$ cat config.mk
export PLATFORM = sky130hd
export DESIGN_NAME = flash_busy_poller
export DESIGN_NICKNAME = d
export VERILOG_FILES = /design/src/rtl/bsp_pkg.sv /design/src/rtl/bsp_holdoff.sv /design/src/rtl/bsp_shifter.sv /design/src/rtl/flash_busy_poller.sv
export SDC_FILE = /design/constraint.sdc
export NUM_CORES = 1
export LEC_CHECK = 0
export BUFFER_PORTS_ARGS = -buffer_cell sky130_fd_sc_hd__buf_4
export CAP_MARGIN = 30
export CORE_ASPECT_RATIO = 1.5
export CORE_MARGIN = 2
export CORE_UTILIZATION = 30
export DETAILED_ROUTE_END_ITERATION = 16
export GPL_ROUTABILITY_DRIVEN = 0
export PLACE_DENSITY_LB_ADDON = 0.05
export SLEW_MARGIN = 25
export SYNTH_ARGS = -nofsm -noshare
export SYNTH_HDL_FRONTEND = slang
export SYNTH_SLANG_ARGS = --single-unit
$ cat constraint.sdc
create_clock -name clk -period 3.7 [get_ports clk]
set_clock_uncertainty 0.05 [all_clocks]
set_input_delay 0 -clock clk [delete_from_list [all_inputs] [get_ports clk]]
set_output_delay 0 -clock clk [all_outputs]
set_load 0.01 [all_outputs]
$ cat src/rtl/bsp_pkg.sv
package bsp_pkg;

    localparam int BYTE_W = 8;
    localparam int LANE_N = 4;

    typedef enum logic [2:0] {
        ST_IDLE,
        ST_HOLD,
        ST_CMD,
        ST_DUMMY,
        ST_RECV,
        ST_GAP
    } poll_state_e;

    // index of the last bit slot of one byte for a lane code
    function automatic logic [2:0] last_slot(input logic [1:0] mode);
        case (mode)
            2'd0:    last_slot = 3'd7;
            2'd1:    last_slot = 3'd3;
            default: last_slot = 3'd1;
        endcase
    endfunction

    function automatic logic [LANE_N-1:0] lane_mask(input logic [1:0] mode);
        case (mode)
            2'd0:    lane_mask = 4'b0001;
            2'd1:    lane_mask = 4'b0011;
            default: lane_mask = 4'b1111;
        endcase
    endfunction

endpackage

$ cat src/rtl/bsp_holdoff.sv
module bsp_holdoff #(
    parameter int DLY_W = 7
) (
    input  logic             clk,
    input  logic             rst_n,
    input  logic             load,
    input  logic [DLY_W-1:0] load_val,
    output logic             active,
    output logic             expire
);
    logic [DLY_W-1:0] cnt_q;

    always_ff @(posedge clk or negedge rst_n) begin
        if (!rst_n)              cnt_q <= '0;
        else if (load)           cnt_q <= load_val;
        else if (cnt_q != '0)    cnt_q <= cnt_q - DLY_W'(1);
    end

    assign active = (cnt_q != '0);
    assign expire = (cnt_q == DLY_W'(1));

    // the hold-off counter only ever steps down by one
    a_r9_countdown: assert property (@(posedge clk) disable iff (!rst_n)
        (active && !load) |=> (cnt_q == $past(cnt_q) - DLY_W'(1)));

endmodule

$ cat src/rtl/bsp_shifter.sv
module bsp_shifter
    import bsp_pkg::*;
(
    input  logic              clk,
    input  logic              rst_n,
    input  logic              load,
    input  logic [BYTE_W-1:0] load_val,
    input  logic              shift_tx,
    input  logic              shift_rx,
    input  logic [1:0]        mode,
    input  logic [LANE_N-1:0] rx_lanes,
    output logic [LANE_N-1:0] tx_lanes,
    output logic [BYTE_W-1:0] rx_next
);
    logic [BYTE_W-1:0] sh_q;
    logic [BYTE_W-1:0] tx_next;

    always_comb begin
        case (mode)
            2'd0: begin
                tx_lanes = {3'b000, sh_q[7]};
                tx_next  = {sh_q[6:0], 1'b0};
                rx_next  = {sh_q[6:0], rx_lanes[1]};
            end
            2'd1: begin
                tx_lanes = {2'b00, sh_q[7:6]};
                tx_next  = {sh_q[5:0], 2'b00};
                rx_next  = {sh_q[5:0], rx_lanes[1:0]};
            end
            default: begin
                tx_lanes = sh_q[7:4];
                tx_next  = {sh_q[3:0], 4'b0000};
                rx_next  = {sh_q[3:0], rx_lanes};
            end
        endcase
    end

    always_ff @(posedge clk or negedge rst_n) begin
        if (!rst_n)        sh_q <= '0;
        else if (load)     sh_q <= load_val;
        else if (shift_rx) sh_q <= rx_next;
        else if (shift_tx) sh_q <= tx_next;
    end

endmodule

$ cat src/rtl/flash_busy_poller.sv
module flash_busy_poller
    import bsp_pkg::*;
#(
    parameter int DLY_W   = 7,
    parameter int DMY_W   = 4,
    parameter int GAP_CYC = 4
) (
    input  logic             clk,
    input  logic             rst_n,
    input  logic             start,
    input  logic             after_erase,
    input  logic [7:0]       cfg_opcode,
    input  logic [1:0]       cfg_cmd_mode,
    input  logic [1:0]       cfg_rx_mode,
    input  logic [2:0]       cfg_busy_pos,
    input  logic             cfg_busy_level,
    input  logic             cfg_dmy_en,
    input  logic [DMY_W-1:0] cfg_dmy_cnt,
    input  logic             cfg_dmy_val,
    input  logic             cfg_split,
    input  logic [DLY_W-1:0] cfg_erase_dly,
    output logic             spi_sck,
    output logic             spi_cs_n,
    output logic [3:0]       spi_io_o,
    output logic [3:0]       spi_io_oe,
    input  logic [3:0]       spi_io_i,
    output logic             poll_busy,
    output logic             poll_done,
    output logic [7:0]       poll_status
);
    localparam int GAP_W = $clog2(GAP_CYC + 1);

    poll_state_e       state_q, state_d;
    logic              ph_q, ph_d;
    logic [2:0]        slot_q, slot_d;
    logic [DMY_W-1:0]  byte_q, byte_d;
    logic [GAP_W-1:0]  gap_q, gap_d;
    logic [BYTE_W-1:0] status_q;
    logic              done_q;

    logic              hold_load, hold_active, hold_expire;
    logic              sh_load, sh_tx, sh_rx, cap, fin;
    logic [1:0]        cur_mode;
    logic [LANE_N-1:0] tx_lanes;
    logic [BYTE_W-1:0] rx_next;
    logic              slot_end;

    bsp_holdoff #(.DLY_W(DLY_W)) u_hold (
        .clk      (clk),
        .rst_n    (rst_n),
        .load     (hold_load),
        .load_val (cfg_erase_dly),
        .active   (hold_active),
        .expire   (hold_expire)
    );

    bsp_shifter u_shift (
        .clk      (clk),
        .rst_n    (rst_n),
        .load     (sh_load),
        .load_val (cfg_opcode),
        .shift_tx (sh_tx),
        .shift_rx (sh_rx),
        .mode     (cur_mode),
        .rx_lanes (spi_io_i),
        .tx_lanes (tx_lanes),
        .rx_next  (rx_next)
    );

    assign cur_mode = (state_q == ST_RECV) ? cfg_rx_mode : cfg_cmd_mode;
    assign slot_end = ph_q && (slot_q == last_slot(cur_mode));

    // next-state logic
    always_comb begin
        state_d   = state_q;
        ph_d      = 1'b0;
        slot_d    = slot_q;
        byte_d    = byte_q;
        gap_d     = gap_q;
        hold_load = 1'b0;
        sh_load   = 1'b0;
        sh_tx     = 1'b0;
        sh_rx     = 1'b0;
        cap       = 1'b0;
        fin       = 1'b0;
        unique case (state_q)
            ST_IDLE: begin
                if (start) begin
                    slot_d = '0;
                    if (after_erase && (cfg_erase_dly != '0)) begin
                        hold_load = 1'b1;
                        state_d   = ST_HOLD;
                    end else begin
                        sh_load = 1'b1;
                        state_d = ST_CMD;
                    end
                end
            end
            ST_HOLD: begin
                if (hold_expire) begin
                    sh_load = 1'b1;
                    state_d = ST_CMD;
                end
            end
            ST_CMD: begin
                ph_d = !ph_q;
                if (ph_q) begin
                    sh_tx = 1'b1;
                    if (slot_end) begin
                        slot_d = '0;
                        byte_d = '0;
                        state_d = cfg_dmy_en ? ST_DUMMY : ST_RECV;
                    end else begin
                        slot_d = slot_q + 3'd1;
                    end
                end
            end
            ST_DUMMY: begin
                ph_d = !ph_q;
                if (ph_q) begin
                    if (slot_end) begin
                        slot_d = '0;
                        if (byte_q == cfg_dmy_cnt) state_d = ST_RECV;
                        else                       byte_d  = byte_q + DMY_W'(1);
                    end else begin
                        slot_d = slot_q + 3'd1;
                    end
                end
            end
            ST_RECV: begin
                ph_d = !ph_q;
                if (ph_q) begin
                    sh_rx = 1'b1;
                    if (slot_end) begin
                        slot_d = '0;
                        cap    = 1'b1;
                        if (rx_next[cfg_busy_pos] != cfg_busy_level) begin
                            fin     = 1'b1;
                            ph_d    = 1'b0;
                            state_d = ST_IDLE;
                        end else if (cfg_split) begin
                            ph_d    = 1'b0;
                            gap_d   = GAP_W'(GAP_CYC - 1);
                            state_d = ST_GAP;
                        end
                    end else begin
                        slot_d = slot_q + 3'd1;
                    end
                end
            end
            ST_GAP: begin
                if (gap_q == '0) begin
                    sh_load = 1'b1;
                    slot_d  = '0;
                    state_d = ST_CMD;
                end else begin
                    gap_d = gap_q - GAP_W'(1);
                end
            end
            default: state_d = ST_IDLE;
        endcase
    end

    // state register
    always_ff @(posedge clk or negedge rst_n) begin
        if (!rst_n) begin
            state_q  <= ST_IDLE;
            ph_q     <= 1'b0;
            slot_q   <= '0;
            byte_q   <= '0;
            gap_q    <= '0;
            status_q <= '0;
            done_q   <= 1'b0;
        end else begin
            state_q <= state_d;
            ph_q    <= ph_d;
            slot_q  <= slot_d;
            byte_q  <= byte_d;
            gap_q   <= gap_d;
            done_q  <= fin;
            if (cap) status_q <= rx_next;
        end
    end

    // outputs
    always_comb begin
        spi_cs_n  = 1'b1;
        spi_sck   = 1'b0;
        spi_io_o  = '0;
        spi_io_oe = '0;
        unique case (state_q)
            ST_CMD: begin
                spi_cs_n  = 1'b0;
                spi_sck   = ph_q;
                spi_io_oe = lane_mask(cfg_cmd_mode);
                spi_io_o  = tx_lanes;
            end
            ST_DUMMY: begin
                spi_cs_n  = 1'b0;
                spi_sck   = ph_q;
                spi_io_oe = lane_mask(cfg_cmd_mode);
                spi_io_o  = {LANE_N{cfg_dmy_val}} & lane_mask(cfg_cmd_mode);
            end
            ST_RECV: begin
                spi_cs_n = 1'b0;
                spi_sck  = ph_q;
            end
            default: ;
        endcase
        poll_busy   = (state_q != ST_IDLE);
        poll_done   = done_q;
        poll_status = status_q;
    end

    // done lasts one cycle and comes with chip select released
    a_r8_done_pulse: assert property (@(posedge clk) disable iff (!rst_n)
        poll_done |=> !poll_done);
    a_r8_done_cs_high: assert property (@(posedge clk) disable iff (!rst_n)
        poll_done |-> spi_cs_n);
    // the byte reported with done shows the device idle
    a_r5_done_idle: assert property (@(posedge clk) disable iff (!rst_n)
        poll_done |-> (poll_status[cfg_busy_pos] != cfg_busy_level));
    // status cannot move while no frame is open
    a_r11_status_quiet: assert property (@(posedge clk) disable iff (!rst_n)
        spi_cs_n |=> $stable(poll_status));
    // the serial clock only pulses inside a frame
    a_r2_sck_framed: assert property (@(posedge clk) disable iff (!rst_n)
        spi_sck |-> !spi_cs_n);
    // no frame opens while the hold-off runs
    a_r9_hold_cs: assert property (@(posedge clk) disable iff (!rst_n)
        hold_active |-> spi_cs_n);

endmodule

# Word level (Yosys, flattened, before mapping)
# Index checks and enable logic that the tools add are counted.
# W data, S select, Z words.
# word_totals
reg_bits,38
memories,0
input_bits,38
ram_bits,0
word_cells,136
mem_bits_ro,0
latchBits,0
# classes
bitwise_logic,1
order_cmp,1
muxes,73
reduce_logical,21
multipliers,0
div,0
add_sub_neg,4
shift,0
n_eq_ne,27
# ops
cell,count
$mux W3,22
$pmux W4 S2,4
$pmux W8 S2,2
$mux W4,7
$ne A2 B2 Y1 const B,14
$mux W1,24
$mux W8,3
$pmux W3 S6,1
$mux W7,2
$reduce_bool A7 Y1,2
$pmux W3 S2,2
$reduce_and A6 Y1,2
$reduce_and A11 Y1,1
$pmux W3 S3,1
$reduce_bool A3 Y1,3
$eq A7 B1 Y1 const B,1
$sub A7 B1 Y7 const B,1
$eq A3 B2 Y1 const B,2
$eq A3 B3 Y1 const B,2
$logic_not A3 Y1,2
$reduce_bool A2 Y1,3
$add A4 B1 Y4 const B,1
$and A4 B4 Y4,1
$eq A2 B1 Y1 const B,2
19 further kinds,22

# Depth between registers and ports, before layout
# Gate-level depths: netlist (run 1).
# logic_depth
depth_word,11
mapped_depth,10
mapped_depth_nobuf,9

# Hierarchy
# Synthesis (run 1) repeated with hierarchy kept, for this count alone.
# hier_totals
hier_cells,308
hier_area_um2,2825.2
# by_module_without_submodules
module,area_per_inst_um2,cells_each,n_inst
flash_busy_poller,1669.1,174,1
bsp_shifter,695.7,81,1
bsp_holdoff,460.4,53,1

# Worst setup path after synthesis (run 1)
# OpenSTA, ideal clock, no wires.
# synth_timing
path_kind,reg2reg
from,register state_q[1]
to,register gap_q[2]
t_arrival_ns,2.544
path_stages_with_launch,9
slack_ns,0.987
synth_period_minus_slack_ns,2.713
cell_sequence,dfrtp_1 -> or3b_4 -> buf_2 -> a21oi_2 -> mux2_1 -> mux4_2 -> mux2i_4 -> nand3_1 -> a31o_1
# synth_between
elab_chain_len,9
# synth_rtl
item,line,source
from (decl),flash_busy_poller.sv:33,"poll_state_e state_q, state_d;"
from (signal assigned),flash_busy_poller.sv:175,state_q <= state_d;
$eq A3 B3 Y1,"flash_busy_poller.sv:70, flash_busy_poller.sv:86",
$mux W2,flash_busy_poller.sv:70,assign cur_mode = (state_q == ST_RECV) ? cfg_rx_mode : cfg_cmd_mode;
$eq A2 B1 Y1 / $logic_not A2 Y1 (equally long branches),"bsp_pkg.sv:17, bsp_shifter.sv:19",
$pmux W8 S2,bsp_shifter.sv:19,case (mode)
$bmux W1 S3,flash_busy_poller.sv:137,if (rx_next[cfg_busy_pos] != cfg_busy_level) begin
$mux W1 (implied by the code),flash_busy_poller.sv:137,
$ne A1 B1 Y1,flash_busy_poller.sv:137,
$ne A2 B2 Y1 (no source line),n/a,
$reduce_and A6 Y1 (no source line),n/a,
to (signal assigned),flash_busy_poller.sv:179,gap_q <= gap_d;
to (decl),flash_busy_poller.sv:37,"logic [GAP_W-1:0] gap_q, gap_d;"
# Parallel ways exist; a longest one is shown, timed or not. The select of a mux whose other input is x is not followed.
# A chain may end at the register's enable or synchronous reset.

# Worst setup path in the final report (run 1)
# Same ends and word-level chain as after synthesis.

==> metrics.md, run 1 <==
| Metric | Value |
|---|---|
| Post-synthesis sequential area ratio | `0.357` |
| Proportion of power drawn by flip-flops and latches | `0.312` |
| Critical Path Fanout Max | `13` |
| Wire length per cell after detailed routing | `16.0 microns` |
| Met3 track demand over resource | `0.0303` |
| Hold WC Path Type | `in2reg` |
| Worst-case vdd ir drop | `0.000260 V` |
| Maximum number of pins on one net before global-route repair | `39` |
| Post-detailed-placement half-perimeter wirelength | `5970 microns` |
| Internal portion of total power | `1460 uW` |
| First-pass GRT wire length | `12,900 microns` |
| Main combinational cell family by area after synthesis | `simple AND/OR/NAND/NOR gates` |
| Post-route clock period utilization | `0.843` |
| Net switching power | `1050 uW` |
| Post-Route Hold Slack | `0.0100 ns` |
| Count of input and output buffers | `57` |
| Share of synthesized cell area in full adder, half adder and majority cells | `0.0282` |
| Via count of the first global-routing pass | `2,536` |
| First-pass iteration count of the detailed router | `4` |
| CTS max path bufs | `2` |
| Number of antenna violations at the first check in global routing | `0` |
| Post-detailed-route DRC marker count | `0` |
| Achievable clock frequency | `0.321 GHz` |
| Syn Std Cell Area | `2670 sq um` |
| Max-Cap Viols | `0` |
| Post-synthesis net count | `351` |
| Total gr overflow | `0` |
| Number of enable-type register cells in the synthesized netlist | `0` |
| Outcome | `complete, no violations` |
| Combinational share of power | `0.514` |
| Syn Area/Cell | `8.69 sq um` |
| Util after Layout | `0.405` |
| Routed vias | `2,518` |
| # H-tree levels | `2` |
| Share of synthesized registers carrying an async set or reset | `1.00` |
| Number of rows in the core area | `42` |
| Worst-skew pair later-pin latency | `0.29 ns` |
| Synth Area in Simple Gates | `0.223` |
| Most used routing layer | `met2` |
| Endpoint kind of the worst setup timing path | `flip-flop` |
| N_diodes | `0` |
| Core Region | `8720 sq um` |
| Die boundary height | `119 microns` |
| Data required, critical path | `3.83 ns` |
| Register bit total from synthesis | `38` |
| CTS sink count | `38` |
| Rel. slew slack | `0.645` |
| Leading cell types by count after synthesis | `sky130_fd_sc_hd__dfrtp_1, sky130_fd_sc_hd__nor2_1, sky130_fd_sc_hd__nand2_1, sky130_fd_sc_hd__o21ai_0, sky130_fd_sc_hd__inv_1` |
| Type of origin of the critical path | `flip-flop` |
| Layout net count | `426` |
| Net Sw Frac | `0.420` |
| Clock-pin slew on the worst setup and hold paths | `0.06 ns` |
| Transition time at the pin with the least slew margin | `0.527 ns` |
| Routed vias/inst | `5.13` |
| Power density over cell area | `710 nW/um^2` |
| Ys Warns | `0` |
| Final setup violation count | `0` |
| CTS Root Buffer Type | `sky130_fd_sc_hd__clkbuf_16` |
| Most frequent cell after synthesis | `sky130_fd_sc_hd__dfrtp_1` |
| Cell type with the highest aggregate area in the netlist | `sky130_fd_sc_hd__dfrtp_1` |
| Share of the synthesized area in compound gates (AO/OA/AOI/OAI) | `0.215` |
| Number of distinct library cells after synthesis | `58` |
| Synth Area in XOR/XNOR | `0.0230` |
| Total die area | `9670 sq um` |
| Cell count after synthesis | `307` |
| Horizontal extent of the die | `81.0 microns` |
| Number of CTS-inserted buffers | `5` |
| Worst Path Arrival | `3.25 ns` |
| Static leakage power | `0.00163 uW` |
| Portion of synthesized cell area occupied by the leading cell type | `0.357` |
| Post-synth top flop | `sky130_fd_sc_hd__dfrtp_1` |
| Max-slew violations | `0` |
| Share of total power in the clock network | `0.174` |
| Final Hold Vio Count | `0` |
| Proportion of layout cells with a drive suffix above 1 | `0.249` |
| Critical setup path kind | `reg2reg` |
| Final wirelength | `7860 microns` |
| Met2 routing resource usage after global routing | `0.312` |
| Number of routed nets with antenna violations | `0` |
| Clock tree from TritonCTS | `yes` |
| RSZ-0062 raised after global routing | `false` |
| Post-Route Setup TNS | `0 ns` |
| Cell types with the largest area share after synthesis | `sky130_fd_sc_hd__dfrtp_1, sky130_fd_sc_hd__nor2_1, sky130_fd_sc_hd__mux2_2` |
| Combined global-route utilization of all metal layers | `0.174` |
| Mux contribution to synthesized area | `0.105` |
| Shortest period the worst path allows | `3.12 ns` |
| Global-route met1 utilization | `0.202` |
| P&R area growth vs syn | `32.5%` |
| Effective utilization at floorplan | `0.306` |
| Drt first-iter violations | `94` |
| Number of top-level pins | `58` |
==> sequential cells by signal (all words and copies together), names as in the netlist, 3 cells and up <==
name	cells
byte_q	4
gap_q	3
poll_status	8
slot_q	3
state_q	3
u_hold.cnt_q	7
u_shift.sh_q	8
==> placed cells by master (no fill, tap or decap), types with 2 or more instances in the layout <==
cell type                        n
sky130_fd_sc_hd__nor2b_1         6
sky130_fd_sc_hd__nand4_1         2
sky130_fd_sc_hd__nand2b_1        6
sky130_fd_sc_hd__nand3_1        11
sky130_fd_sc_hd__ha_1            6
sky130_fd_sc_hd__a21boi_0        5
sky130_fd_sc_hd__nand3b_1        2
sky130_fd_sc_hd__a21oi_2         2
sky130_fd_sc_hd__nor3_1         10
sky130_fd_sc_hd__xor2_1          5
sky130_fd_sc_hd__or3_1           3
sky130_fd_sc_hd__mux2_1          2
sky130_fd_sc_hd__mux2i_1        10
sky130_fd_sc_hd__xnor2_1         2
sky130_fd_sc_hd__clkbuf_16       5
sky130_fd_sc_hd__dfrtp_1        38
sky130_fd_sc_hd__mux2_2         10
sky130_fd_sc_hd__nor2_1         35
sky130_fd_sc_hd__a31oi_1         6
sky130_fd_sc_hd__nand2_1        29
sky130_fd_sc_hd__o21ai_0        20
sky130_fd_sc_hd__a221o_1         2
sky130_fd_sc_hd__a21oi_1        12
sky130_fd_sc_hd__o211ai_1        3
sky130_fd_sc_hd__inv_1          19
sky130_fd_sc_hd__a21o_1          7
sky130_fd_sc_hd__buf_4          65
sky130_fd_sc_hd__nor4_1          2
sky130_fd_sc_hd__a211oi_1        8
sky130_fd_sc_hd__dlygate4sd3_1  16
sky130_fd_sc_hd__o21ai_1         2
sky130_fd_sc_hd__a22o_1          3
==> logic make-up (layout without fill, tap and decap cells) <==
logic type,after synthesis,in the layout
AOI/OAI and AO/OA,83,83
xor gates and xnor gates,7,7
adders and majority gates,6,6
buffers and inverters,32,106
DFF,38,38
muxes,24,24
and+or+nand+nor,117,117
==> critical path, stage by stage (launching register included) <==
cell	delay (ns)
sky130_fd_sc_hd__dfrtp_1	0.53
sky130_fd_sc_hd__nor3b_4	0.50
sky130_fd_sc_hd__mux2_2	0.49
sky130_fd_sc_hd__a211oi_1	0.28
sky130_fd_sc_hd__a2bb2oi_1	0.37
sky130_fd_sc_hd__mux2i_1	0.19
sky130_fd_sc_hd__nor3_1	0.26
sky130_fd_sc_hd__nand3_1	0.11
sky130_fd_sc_hd__a31o_1	0.22
==> power by group through the flow <==
stage | combinational [uW] | sequential [uW] | clock (uW)
3_5_place_dp | 1290 | 788 | 0
2_1_floorplan | 881 | 734 | 0
3_3_place_gp | 1280 | 785 | 0
5_1_grt | 1440 | 814 | 462
4_1_cts | 1310 | 782 | 447
6_report | 1290 | 782 | 436
==> repair_timing <==
action | 4_1_cts | 5_1_grt
hold endpoints to repair | 53 | 0
hold buffers | 16 | 0
setup buffers | 0 | 0
gates resized for setup | 0 | 0
==> per-stage QoR <==
step                instance area [sq um]  power, uW  setup WS [ns]  cells
detailed placement                   3230       2080          0.581    469
finish                               3530       2510          0.581    491
global placement                     3230       2070          0.634    469
global route                         3530       2720          0.347    491
CTS                                  3530       2540          0.576    491
floorplan                            2670       1620          0.987    307
==> final timing paths <==
check                                  startpoint                           to  slack, ns  cells after the start
max reg2reg                state_q[1]$_DFFE_PN0P_         gap_q[2]$_DFFE_PN0P_       0.58                      8
max                        state_q[1]$_DFFE_PN0P_         gap_q[2]$_DFFE_PN0P_       0.58                      8
max in group asynchronous                   rst_n  u_hold.cnt_q[0]$_DFFE_PN0P_       3.06                      2
min                                   spi_io_i[0]  u_shift.sh_q[0]$_DFFE_PN0P_       0.01                      3
min in group asynchronous                   rst_n   poll_status[5]$_DFFE_PN0P_       0.19                      2
min reg2reg                  gap_q[2]$_DFFE_PN0P_         gap_q[2]$_DFFE_PN0P_       0.46                      1
==> metal layers <==
metal,wire length [microns],up-vias
met5,0,-
met2,4170,61
met4,174,0
met1,3200,1192
met3,324,12
li1,-,1253
==> final cells by class <==
type | instances | area [sq um]
timing repair buffer | 81 | 648
sequential | 38 | 951
clock buffer | 6 | 139
tap | 110 | 138
multi-input combinational | 237 | 1590
fill | 945 | 5190
inverter | 19 | 71.3
Power figures use the tool's default switching activity.
==> inputs of run 2 (changes only) <==
- clock period: 3.7 -> 2.7 ns (I/O delays scaled with it)
==> run 2 against run 1 <==
Global-route usage is 0.42 points higher. Register-to-register slack got worse by 0.58 ns. Total power rose by 59%. Critical path depth is the same. Fmax increased by 16%. Sequential power up 32%. Flip-flop and latch count is the same. Die area unchanged. Utilization is 5.4 points higher. Wire length grew 2.3%. Hold slack worse by 0.0016 ns. Critical endpoint is now state_q[0]$_DFFE_PN0P_. Highest routed layer unchanged.
==> metrics.md, run 2 (synthesized netlist as in run 1, its figures left out) <==
| Metric | Value |
|---|---|
| Transition time at the pin with the least slew margin | `0.534 ns` |
| Rel. slew slack | `0.644` |
| Hold WC Path Type | `in2reg` |
| Startpoint of the worst register-to-register path | `state_q[0]$_DFFE_PN0P_` |
| Crit Reg-Reg Endpoint | `state_q[0]$_DFFE_PN0P_` |
| # H-tree levels | `2` |
| First-pass GRT wire length | `13,100 microns` |
| Final setup violation count | `0` |
| Post-layout total power | `3990 uW` |
| Number of routed nets with antenna violations | `0` |
| Total die area | `9670 sq um` |
| Data required, critical path | `2.87 ns` |
| Most common library cell in the layout ignoring fill and taps | `sky130_fd_sc_hd__buf_4` |
| Number of antenna violations at the first check in global routing | `0` |
| Max-slew violations | `0` |
| Achievable clock frequency | `0.370 GHz` |
| Die boundary height | `119 microns` |
| Layout net count | `457` |
| Routed vias | `2,625` |
| CTS max path bufs | `2` |
| Outcome | `complete, no violations` |
| Type of origin of the critical path | `flip-flop` |
| Post-route clock period utilization | `1.00` |
| Worst setup path start | `state_q[0]$_DFFE_PN0P_` |
| Placement Cell Area | `3390 sq um` |
| Proportion of layout cells with a drive suffix above 1 | `0.365` |
| Shortest period the worst path allows | `2.70 ns` |
| Util after Layout | `0.459` |
| CTS Root Buffer Type | `sky130_fd_sc_hd__clkbuf_16` |
| Maximum number of pins on one net before global-route repair | `39` |
| Worst-skew pair later-pin latency | `0.29 ns` |
| Post-detailed-route DRC marker count | `0` |
| Core Region | `8720 sq um` |
| Post-detailed-placement half-perimeter wirelength | `6070 microns` |
| Worst Path Arrival | `2.86 ns` |
| Power density over cell area | `997 nW/um^2` |
| Number of top-level pins | `58` |
| Endpoint kind of the worst setup timing path | `flip-flop` |
| Final wirelength | `8050 microns` |
| RSZ-0062 raised after global routing | `true` |
| Via count of the first global-routing pass | `2,577` |
| Horizontal extent of the die | `81.0 microns` |
| Number of CTS-inserted buffers | `5` |
| Clock-pin slew on the worst setup and hold paths | `0.07 ns` |
| Total gr overflow | `0` |
| Drt first-iter violations | `103` |
| Wire length per cell after detailed routing | `15.4 microns` |
| Worst-case vdd ir drop | `0.000361 V` |
| First-pass iteration count of the detailed router | `4` |
| Final Hold Vio Count | `0` |
| Critical Path Fanout Max | `7` |
| N_diodes | `0` |
| Static leakage power | `0.00186 uW` |
| Count of input and output buffers | `57` |
| Setup slack of the worst register-to-register path | `0.0008 ns` |
| Register-to-Register Path Depth | `8` |
| Clock tree from TritonCTS | `yes` |
| Critical setup path kind | `reg2reg` |
| Design Area, Final | `4010 sq um` |
| Number of rows in the core area | `42` |
| CTS sink count | `38` |
| Most frequent cells in the layout | `sky130_fd_sc_hd__buf_4, sky130_fd_sc_hd__dfrtp_1, sky130_fd_sc_hd__nor2_1` |
| Effective utilization at floorplan | `0.306` |
| Max-Cap Viols | `0` |
| P&R area growth vs syn | `50.2%` |
| Routed vias/inst | `5.01` |
| Critical Path Sink | `state_q[0]$_DFFE_PN0P_` |
| Combined global-route utilization of all metal layers | `0.178` |
[run 2: cell count changes in the layout (fill, tap and decap cells not counted), moves of 3 or more]
| cell | change |
|---|---|
| sky130_fd_sc_hd__nor2_1 | -3 |
| sky130_fd_sc_hd__mux2i_2 | +3 |
| sky130_fd_sc_hd__buf_4 | +26 |
| sky130_fd_sc_hd__mux2_4 | +3 |
| sky130_fd_sc_hd__a211oi_2 | +4 |
| sky130_fd_sc_hd__a211oi_1 | -4 |
| sky130_fd_sc_hd__nor2_2 | +3 |
| sky130_fd_sc_hd__mux2i_1 | -3 |
| sky130_fd_sc_hd__buf_6 | +4 |
[run 2: area by class of cell]
cell class / instances / area [sq um]
Multi-Input combinational cell: 237 / 1750
Fill cell: 900 / 4720
Timing Repair Buffer: 112 / 898
Inverter: 19 / 71.3
Sequential cell: 38 / 951
Clock inverter: 2 / 60.1
Clock buffer: 6 / 139
Tap cell: 110 / 138
[run 2: worst min-delay path by stage]
stage / from / endpoint / slack [ns] / cells past startpoint
floorplan: rst_n / byte_q[0]$_DFFE_PN0P_ / -0.35 / 0
global placement: rst_n / byte_q[2]$_DFFE_PN0P_ / -0.02 / 1
detailed placement: rst_n / byte_q[2]$_DFFE_PN0P_ / -0.02 / 1
CTS: spi_io_i[1] / u_shift.sh_q[0]$_DFFE_PN0P_ / 0.006 / 3
global route: spi_io_i[1] / u_shift.sh_q[0]$_DFFE_PN0P_ / 0.06 / 3
finish: spi_io_i[1] / u_shift.sh_q[0]$_DFFE_PN0P_ / 0.008 / 3
[run 2: repair_timing]
| action | CTS | global route |
|---|---|---|
| resized for setup | 4 | 33 |
| hold buffers | 17 | 0 |
| setup endpoints to repair | 2 | 17 |
| endpoints found under the hold margin | 53 | 0 |
| pin swaps | 0 | 15 |
| setup buffers | 1 | 9 |
[run 2: per-stage QoR]
| step | setup slack, ns | instances | hold WS [ns] | TNS (ns) |
|---|---|---|---|---|
| after floorplan | 0.0247 | 307 | -0.346 | 0 |
| after global placement | -0.0305 | 489 | -0.0156 | -0.0502 |
| after detailed placement | -0.0339 | 489 | -0.0204 | -0.0528 |
| after CTS | 0.00313 | 515 | 0.00624 | 0 |
| after global routing | -0.0959 | 524 | 0.0630 | -0.378 |
| final | 0.000831 | 524 | 0.00841 | 0 |
[run 2: where the power goes]
group / total (uW) / switching (uW) / internal [uW]
clock network: 808 / 253 / 555
registers: 1030 / 216 / 812
logic: 2160 / 1080 / 1070
[run 2: critical path: stages, from the launching register on]
cell,delay (ns)
sky130_fd_sc_hd__dfrtp_1,0.41
sky130_fd_sc_hd__or3b_4,0.48
sky130_fd_sc_hd__a21o_4,0.27
sky130_fd_sc_hd__mux2i_2,0.21
sky130_fd_sc_hd__o21ai_1,0.12
sky130_fd_sc_hd__mux4_2,0.52
sky130_fd_sc_hd__mux2i_4,0.23
sky130_fd_sc_hd__and3b_1,0.20
sky130_fd_sc_hd__a211oi_2,0.13
[run 2: routing by layer]
layer | vias to the layer above | track usage | routed length [microns]
met1 | 1245 | 0.212 | 3350
met4 | 0 | 0.0731 | 194
met2 | 45 | 0.312 | 4240
met5 | - | 0 | 0
li1 | 1322 | - | -
met3 | 13 | 0.0280 | 264
